===== config.mk =====
export PLATFORM = sky130hd
export DESIGN_NAME = gpio_bank_top
export DESIGN_NICKNAME = d
export VERILOG_FILES = /design/src/rtl/gpio_bank_pkg.sv /design/src/rtl/gpio_bank_sync.sv /design/src/rtl/gpio_bank_decode.sv /design/src/rtl/gpio_bank_store.sv /design/src/rtl/gpio_bank_top.sv
export SDC_FILE = /design/constraint.sdc
export NUM_CORES = 1
export LEC_CHECK = 0
export BUFFER_PORTS_ARGS = -buffer_cell sky130_fd_sc_hd__buf_2
export CORE_AREA = 2 2 122 124
export DETAILED_ROUTE_END_ITERATION = 16
export DIE_AREA = 0 0 124 126
export GPL_TIMING_DRIVEN = 0
export PLACE_DENSITY = 0.87
export SLEW_MARGIN = 15
export SYNTH_ARGS = -nofsm -noshare
export SYNTH_HDL_FRONTEND = slang
export SYNTH_SLANG_ARGS = --single-unit

===== constraint.sdc =====
create_clock -name clk -period 18.7 [get_ports clk]
set_clock_uncertainty 0.05 [all_clocks]
set_input_delay 0 -clock clk [delete_from_list [all_inputs] [get_ports clk]]
set_output_delay 0 -clock clk [all_outputs]
set_load 0.05 [all_outputs]

===== src/rtl/gpio_bank_pkg.sv =====
package gpio_bank_pkg;

  typedef enum logic [2:0] {
    SEL_NONE,
    SEL_HALF_LO,
    SEL_HALF_HI,
    SEL_WORD,
    SEL_SAMPLE,
    SEL_DIR,
    SEL_DRVEN
  } reg_sel_e;

  function automatic int off_half_lo(input int bank);
    return 8 * bank;
  endfunction

  function automatic int off_half_hi(input int bank);
    return 8 * bank + 4;
  endfunction

  function automatic int off_word(input int bank);
    return 'h40 + 4 * bank;
  endfunction

  function automatic int off_sample(input int bank);
    return 'h60 + 4 * bank;
  endfunction

  function automatic int off_dir(input int bank);
    return 'h204 + 'h40 * bank;
  endfunction

  function automatic int off_drven(input int bank);
    return 'h208 + 'h40 * bank;
  endfunction

endpackage


===== src/rtl/gpio_bank_sync.sv =====
module gpio_bank_sync #(
  parameter int WIDTH  = 32,
  parameter int STAGES = 2
) (
  input  logic             clk,
  input  logic             rst_n,
  input  logic [WIDTH-1:0] async_in,
  output logic [WIDTH-1:0] sync_out
);

  logic [WIDTH-1:0] stage_q [STAGES];

  generate
    for (genvar s = 0; s < STAGES; s++) begin : g_stage
      logic [WIDTH-1:0] stage_d;
      if (s == 0) begin : g_first
        assign stage_d = async_in;
      end else begin : g_next
        assign stage_d = stage_q[s-1];
      end
      always_ff @(posedge clk or negedge rst_n) begin
        if (!rst_n) stage_q[s] <= '0;
        else        stage_q[s] <= stage_d;
      end
    end
  endgenerate

  assign sync_out = stage_q[STAGES-1];

endmodule


===== src/rtl/gpio_bank_decode.sv =====
module gpio_bank_decode
  import gpio_bank_pkg::*;
#(
  parameter int ADDR_W = 12,
  parameter int BANK   = 0
) (
  input  logic [ADDR_W-1:0] addr,
  output reg_sel_e          sel
);

  localparam logic [ADDR_W-1:0] A_LO    = ADDR_W'(off_half_lo(BANK));
  localparam logic [ADDR_W-1:0] A_HI    = ADDR_W'(off_half_hi(BANK));
  localparam logic [ADDR_W-1:0] A_WORD  = ADDR_W'(off_word(BANK));
  localparam logic [ADDR_W-1:0] A_SAMP  = ADDR_W'(off_sample(BANK));
  localparam logic [ADDR_W-1:0] A_DIR   = ADDR_W'(off_dir(BANK));
  localparam logic [ADDR_W-1:0] A_DRVEN = ADDR_W'(off_drven(BANK));

  always_comb begin
    sel = SEL_NONE;
    if      (addr == A_LO)    sel = SEL_HALF_LO;
    else if (addr == A_HI)    sel = SEL_HALF_HI;
    else if (addr == A_WORD)  sel = SEL_WORD;
    else if (addr == A_SAMP)  sel = SEL_SAMPLE;
    else if (addr == A_DIR)   sel = SEL_DIR;
    else if (addr == A_DRVEN) sel = SEL_DRVEN;
  end

endmodule


===== src/rtl/gpio_bank_store.sv =====
module gpio_bank_store
  import gpio_bank_pkg::*;
#(
  parameter int NUM_PINS = 32,
  parameter int WORD_W   = 32
) (
  input  logic                clk,
  input  logic                rst_n,
  input  logic                wr_en,
  input  reg_sel_e            sel,
  input  logic [WORD_W-1:0]   wdata,
  output logic [NUM_PINS-1:0] data_q,
  output logic [NUM_PINS-1:0] dir_q,
  output logic [NUM_PINS-1:0] drven_q
);

  localparam int HALF = NUM_PINS / 2;

  logic [HALF-1:0]     merged [2];
  logic [NUM_PINS-1:0] data_d, dir_d, drven_d;
  logic                data_we, dir_we, drven_we;

  generate
    for (genvar h = 0; h < 2; h++) begin : g_half
      logic [HALF-1:0] keep_m;
      logic [HALF-1:0] old_bits;
      assign keep_m     = wdata[2*HALF-1:HALF];
      assign old_bits   = data_q[h*HALF +: HALF];
      assign merged[h]  = (old_bits & keep_m) | (wdata[HALF-1:0] & ~keep_m);
    end
  endgenerate

  always_comb begin
    data_we = 1'b0;
    data_d  = data_q;
    if (wr_en) begin
      case (sel)
        SEL_HALF_LO: begin
          data_we = 1'b1;
          data_d  = {data_q[NUM_PINS-1:HALF], merged[0]};
        end
        SEL_HALF_HI: begin
          data_we = 1'b1;
          data_d  = {merged[1], data_q[HALF-1:0]};
        end
        SEL_WORD: begin
          data_we = 1'b1;
          data_d  = wdata[NUM_PINS-1:0];
        end
        default: ;
      endcase
    end
  end

  always_comb begin
    dir_we   = wr_en && (sel == SEL_DIR);
    drven_we = wr_en && (sel == SEL_DRVEN);
    dir_d    = wdata[NUM_PINS-1:0];
    drven_d  = wdata[NUM_PINS-1:0];
  end

  always_ff @(posedge clk or negedge rst_n) begin
    if (!rst_n) begin
      data_q  <= '0;
      dir_q   <= '0;
      drven_q <= '0;
    end else begin
      if (data_we)  data_q  <= data_d;
      if (dir_we)   dir_q   <= dir_d;
      if (drven_we) drven_q <= drven_d;
    end
  end

endmodule


===== src/rtl/gpio_bank_top.sv =====
module gpio_bank_top
  import gpio_bank_pkg::*;
#(
  parameter int ADDR_W      = 12,
  parameter int BANK        = 0,
  parameter int NUM_PINS    = 32,
  parameter int WORD_W      = 32,
  parameter int SYNC_STAGES = 2
) (
  input  logic                clk,
  input  logic                rst_n,
  input  logic [ADDR_W-1:0]   bus_addr,
  input  logic [WORD_W-1:0]   bus_wdata,
  input  logic                bus_wr,
  input  logic                bus_rd,
  output logic [WORD_W-1:0]   bus_rdata,
  input  logic [NUM_PINS-1:0] pin_in,
  output logic [NUM_PINS-1:0] pin_out,
  output logic [NUM_PINS-1:0] pin_oe
);

  logic [1:0] rst_pipe_q;
  logic       core_rst_n;

  always_ff @(posedge clk or negedge rst_n) begin
    if (!rst_n) rst_pipe_q <= '0;
    else        rst_pipe_q <= {rst_pipe_q[0], 1'b1};
  end
  assign core_rst_n = rst_pipe_q[1];

  reg_sel_e            sel;
  logic [NUM_PINS-1:0] data_q, dir_q, drven_q, sampled;
  logic [WORD_W-1:0]   rd_val, rdata_q;

  gpio_bank_decode #(.ADDR_W(ADDR_W), .BANK(BANK)) u_decode (
    .addr (bus_addr),
    .sel  (sel)
  );

  gpio_bank_store #(.NUM_PINS(NUM_PINS), .WORD_W(WORD_W)) u_store (
    .clk     (clk),
    .rst_n   (core_rst_n),
    .wr_en   (bus_wr),
    .sel     (sel),
    .wdata   (bus_wdata),
    .data_q  (data_q),
    .dir_q   (dir_q),
    .drven_q (drven_q)
  );

  gpio_bank_sync #(.WIDTH(NUM_PINS), .STAGES(SYNC_STAGES)) u_sync (
    .clk      (clk),
    .rst_n    (core_rst_n),
    .async_in (pin_in),
    .sync_out (sampled)
  );

  always_comb begin
    rd_val = '0;
    case (sel)
      SEL_WORD:   rd_val = WORD_W'(data_q);
      SEL_SAMPLE: rd_val = WORD_W'(sampled);
      SEL_DIR:    rd_val = WORD_W'(dir_q);
      SEL_DRVEN:  rd_val = WORD_W'(drven_q);
      default:    rd_val = '0;
    endcase
  end

  always_ff @(posedge clk or negedge core_rst_n) begin
    if (!core_rst_n)  rdata_q <= '0;
    else if (bus_rd)  rdata_q <= rd_val;
  end

  assign bus_rdata = rdata_q;
  assign pin_out   = data_q;
  assign pin_oe    = dir_q & drven_q;

endmodule


# ---- Word level (Yosys, flattened, before mapping)
# Cells that the tools add are included.
dict set report totals {
  reg_bits 194
  latch_bits 0
  mem_bits_rw 0
  mem_bits_ro 0
  out_inout_bits 96
  n_memories 0
}
dict set report classes {
  add_sub_neg 0
  multipliers 0
  div 0
  n_lt_le_gt_ge 0
  eq_ne 11
  shift 0
  muxes 10
  bitwise 9
  n_reduce_logical 8
}
# op count
set ops {}
lappend ops {{$pmux 32 s4} 1}
lappend ops {{$pmux 32 s3} 1}
lappend ops {{$and 16x16->16} 3}
lappend ops {{$and 32x32->32} 1}
lappend ops {{$or 16x16->16} 2}
lappend ops {{$eq 12x10->1 const B} 2}
lappend ops {{$eq 12x7->1 const B} 2}
lappend ops {{$mux 3} 6}
lappend ops {{$not 16->16} 1}
lappend ops {{$eq 12x3->1 const B} 1}
lappend ops {{$logic_not 12->1} 1}
lappend ops {{$eq 3x3->1 const B} 3}
lappend ops {{$reduce_and 4->1} 2}
lappend ops {{$eq 3x2->1 const B} 2}
lappend ops {{$reduce_bool 2->1} 2}
lappend ops {{$eq 3x1->1 const B} 1}
lappend ops {{$reduce_or 3->1} 1}
lappend ops {{$logic_and 1x1->1} 2}
lappend ops {{$mux 1} 2}
lappend ops {{$not 1->1} 2}

# ---- Logic depth before layout (Yosys ltp)
dict set report depth {
  word_depth 12
  mapped_depth 8
  ltp_nobuf 5
}

# ---- Cells and area by module
# Synthesis repeated with hierarchy kept, for this count alone.
dict set report hier_totals {
  hier_cells 700
  area_unflattened_um2 7865.0
}
# module instances cells_per_inst area_per_inst_um2
set modules_own_cells {}
lappend modules_own_cells {gpio_bank_store 1 328 3846.2}
lappend modules_own_cells {gpio_bank_top 1 292 2294.7}
lappend modules_own_cells {gpio_bank_sync 1 64 1601.5}
lappend modules_own_cells {gpio_bank_decode 1 16 122.6}

# ---- Least setup slack after synthesis
# Ideal clock, no wire load.
dict set report synth_path {
  path_kind {input-to-reg}
  from {input bus_addr[11]}
  to {register u_store.drven_q[10]}
  arrival_ns 1.351
  required_time_ns 18.525
  slack_ns 17.174
  path_stages 7
  n_path_buf 3
  cell_sequence {nor4b_1 and3_1 buf_2 and3_1 buf_6 buf_12 mux2_4}
}
dict set report synth_between {
  elab_chain_len 9
}
# item line_no
set synth_rtl {}
lappend synth_rtl {{start: declaration} gpio_bank_top.sv:12} ;# input logic [ADDR_W-1:0] bus_addr,
lappend synth_rtl {{$eq 12x10->1} gpio_bank_decode.sv:25} ;# else if (addr == A_DRVEN) sel = SEL_DRVEN;
lappend synth_rtl {{$mux 3} gpio_bank_decode.sv:25}
lappend synth_rtl {{$mux 3} gpio_bank_decode.sv:24} ;# else if (addr == A_DIR) sel = SEL_DIR;
lappend synth_rtl {{$mux 3} gpio_bank_decode.sv:23} ;# else if (addr == A_SAMP) sel = SEL_SAMPLE;
lappend synth_rtl {{$mux 3} gpio_bank_decode.sv:22} ;# else if (addr == A_WORD) sel = SEL_WORD;
lappend synth_rtl {{$mux 3} gpio_bank_decode.sv:21} ;# else if (addr == A_HI) sel = SEL_HALF_HI;
lappend synth_rtl {{$mux 3 *} gpio_bank_decode.sv:20} ;# if (addr == A_LO) sel = SEL_HALF_LO;
lappend synth_rtl {{$eq 3x3->1 *} gpio_bank_store.sv:57} ;# drven_we = wr_en && (sel == SEL_DRVEN);
lappend synth_rtl {{$logic_and 1x1->1 *} gpio_bank_store.sv:57}
lappend synth_rtl {{end signal: assignment} gpio_bank_store.sv:70} ;# if (drven_we) drven_q <= drven_d;
lappend synth_rtl {{end: declaration} gpio_bank_store.sv:14} ;# output logic [NUM_PINS-1:0] drven_q
# Mark *: on every way between the ends. The rest lies on a longest branch, timed or not.
# A chain may end at the register's enable or synchronous reset.

# ---- Worst setup path in the final report
dict set report layout_path {
  from {input bus_wr}
  to {register u_store.data_q[19]}
}
dict set report layout_between {
  elab_chain_len 2
}
# item line_no
set layout_rtl {}
lappend layout_rtl {{start: declaration} gpio_bank_top.sv:14} ;# input logic bus_wr,
lappend layout_rtl {{$mux 1} gpio_bank_store.sv:36} ;# if (wr_en) begin
lappend layout_rtl {{$reduce_and 4->1 (no source line) *} n/a}
lappend layout_rtl {{end signal: assignment} gpio_bank_store.sv:68} ;# if (data_we) data_q <= data_d;
lappend layout_rtl {{end: declaration} gpio_bank_store.sv:12} ;# output logic [NUM_PINS-1:0] data_q,
# Marks and branches as above.

==> impl_results.md <==
* Status: finished clean
* DRC viols at 0
* Cell taking the most area after synthesis: dfrtp_1
* Max cap viols at 0
* Most common cell after layout, fill and taps aside: dfrtp_1
* Layout area overhead at 30.1%
* Starting Density at 58.2%
* Top-area cell type share of the netlist area at 58.3%
* Fin. Hold Viols at 0
* Hold_sp: bus_addr[9]
* Slew Limit Headroom at 48.3%
* Placer's final routability congestion estimate at 0.945
* Ys Warns at 0
* Number of distinct library cells after synthesis at 42
* H-tree Lvls at 4
* Post-cts sizing count at 0
* Setup crit end kind: register
* Mux cell area share after synthesis at 11.4%
* Setup tns final at 0 ns
* Power per cell area at 79.9 mW/mm²
* Synthesis-stage register bit count at 194
* Min cycle time layout at 2.12 ns
* Buffer depth of the longest clock path at 2
* IO Pins at 176
* Crit path cell chain: dlygate4sd3_1 -> buf_2 -> and2_1 -> and4_1 -> buf_2 -> buf_4 -> a41o_1 -> nand2_1 -> nand3_1 -> dlygate4sd3_1
* Worst reg2reg setup slack at 17.20 ns
* Via density at 6.26
* Number of instances in the placed design at 988
* Worst hold stages at 5
* CP max stage cell: dlygate4sd3_1
* Max Fclk at 473 MHz
* Clock transition at the registers of the reported paths at 0.07 ns
* Crit path max-delay family: buffers and inverters
* Largest net degree at the start of global routing at 63
* WP buf/inv at 5
* FF-to-FF Start: u_store.data_q[19]
* Startpoint Class: primary input
* Fin area at 0.0108 mm²
* Antenna Cells at 0
* Initial antenna violation count at 0
* Port Buffer Count at 175
* VDD IR max at 0.0717 mV
* Detail Route Antenna Nets at 0
* Ratio of cells with drive above 1 in the final layout at 34.0%
* Worst slew pin tran at 0.775 ns
* Top cells by area, synth: dfrtp_1, mux2_4, a222oi_1
* Worst-path fanout max at 10
* Non-filler instance count after layout at 1090
* Largest family of logic cells by synthesized area: compound AO/OA/AOI/OAI gates
* Leak at 5.36 nW
* Post-Synth XOR/XNOR Area at 0%
* All-Layer GR Usage at 33.2%
* Core area at 0.0143 mm²
* Post-Synth Adder-Cell Area at 0%
* Vias post-DR at 6827
* Area after DPL at 0.00951 mm²
* Final setup viols at 0
* Synth Net Count at 706
* Simple-gate portion of the synthesized area at 12.5%
* Sink Count at 194
* FF-to-FF End: u_store.data_q[19]
* Drt total wl at 25.0 mm
* Cells on worst reg2reg path at 4
* Overflow left after global routing at 0
* Gate Count Post-Synth at 626
* Post-CTS setup buffers at 0
* Critical path data arrival time at 2.38 ns
* Detailed router's first-iteration violation count at 1023
* Max stage delay on crit path at 0.59 ns
* Final period util at 11.3%
* Die ar. at 0.0156 mm²
* Num CTS Buffers at 17
* Dpl hpwl at 16.1 mm
* Seq/Total Area, Yosys at 58.3%
* Die Width at 124 µm
* Nets at 973
* Crit Path Category: in -> reg
* Commonest cells after routing, fill and taps aside: dfrtp_1, buf_2, dlygate4sd3_1
* Post-synthesis instance area at 0.00833 mm²
* First-pass GRT wire length at 38.7 mm
* Routed wire per std cell at 23.0 µm
* Hold Crit Class: in -> reg
* Row count at 44
* CTS tree: done
* Clock latency on the worst-skew pair at 0.44 ns
* Unrepaired setup endpoints after global routing: no
* Post-synthesis compound-gate area fraction at 13.6%
* 1st-pass router iterations at 9
* CTS root buffer: clkbuf_16
* Critical Path RT at 18.96 ns
* Count of pins over their slew limit at 0
* Syn avg cell area at 13.3 µm²
* Die Span Y at 126 µm
* Vias in the first global route at 6936
-- where the power goes --
group          total [mW]  internal (mW)  switching [mW]  leakage [nW]
clock network       0.385          0.222           0.163         0.307
logic              0.0490         0.0213          0.0278          2.60
registers           0.432          0.427         0.00457          2.46
total               0.866          0.670           0.195          5.36
-- cells in the mapped netlist, drive strengths merged --
cell	number
dfrtp	194
mux2	64
nand3	59
nand2	58
and2	34
a222oi	31
a22o	31
o2bb2ai	31
buf	26
clkbuf	20
a41o	13
nand3b	13
inv	7
and3	4
nand4	4
o21a	4
o21ai	4
a22oi	3
a31oi	3
and4	3
nor2	3
nor3	3
o211ai	3
nor2b	2
nor4	2
or4	2
a41oi	1
conb	1
nor3b	1
nor4b	1
o221ai	1
-- area by class of cell --
cell class                      count  area (µm²)
Clock buffer                       20         467
Timing Repair Buffer              248        1650
Fill cell                         889        3480
Tap cell                          184         230
Inverter                            7        26.3
Sequential cell                   194        4860
Buffer                             46         330
Multi-Input combinational cell    379        3120
Clock inverter                     12         153
-- registers in the layout, indices dropped and copies added, names as in the netlist, named ones only --
name / cells
rst_pipe_q: 2
u_sync.g_stage.stage_d: 32
u_store.data_q: 16
u_sync.sync_out: 32
bus_rdata: 32
u_store.dir_q: 32
u_store.drven_q: 32
-- worst reg2reg max path, stage by stage (launching register included) --
cell           delay (ns)
dfrtp_1              0.41
a41o_1               0.19
nand2_1              0.06
nand3_1              0.08
dlygate4sd3_1        0.59
-- how the worst max path moves through the flow --
stage | from | end | slack [ns] | cells after the start
6_report | bus_wr | u_store.data_q[19] | 16.58 | 10
5_1_grt | bus_addr[11] | u_store.data_q[19] | 16.47 | 10
3_3_place_gp | rst_pipe_q[1] | u_sync.g_stage[1].stage_d[24] | 10.95 | 0
4_1_cts | bus_wr | u_store.data_q[19] | 16.68 | 10
2_1_floorplan | rst_pipe_q[1] | async pin | 12.84 | 0
3_5_place_dp | bus_addr[11] | bus_rdata[12] | 16.66 | 7
-- cell families after synthesis --
kind of cell,count (synthesis)
muxes,64
and+or+nand+nor,189
AOI/OAI and AO/OA,125
other,1
DFF,194
buffers and inverters,53
-- layer usage --
layer	track usage, %	wire [µm]	vias to the layer above
li1	-	-	2880
met1	44.9	9660	3341
met2	52.1	11900	504
met3	6.66	2390	102
met4	14.8	1030	0
met5	0	0	-
-- metrics by stage --
stage,worst slack [ns],power [mW],utilization (%),hold WS [ns]
final,16.58,0.866,75.7,0.0417
after global routing,16.47,0.888,75.7,0.0889
after CTS,16.68,0.862,75.7,0.0380
after detailed placement,16.66,0.476,66.5,-0.264
after global placement,10.95,0.473,65.9,-0.265
after floorplan,12.84,0.453,-,-0.346
-- what timing repair did --
item / in CTS / in global routing
hold buffers: 70 / 0
endpoints found under the hold margin: 133 / 0
setup endpoints to repair: 0 / 0
No activity file was read; power rests on OpenSTA's default activity.
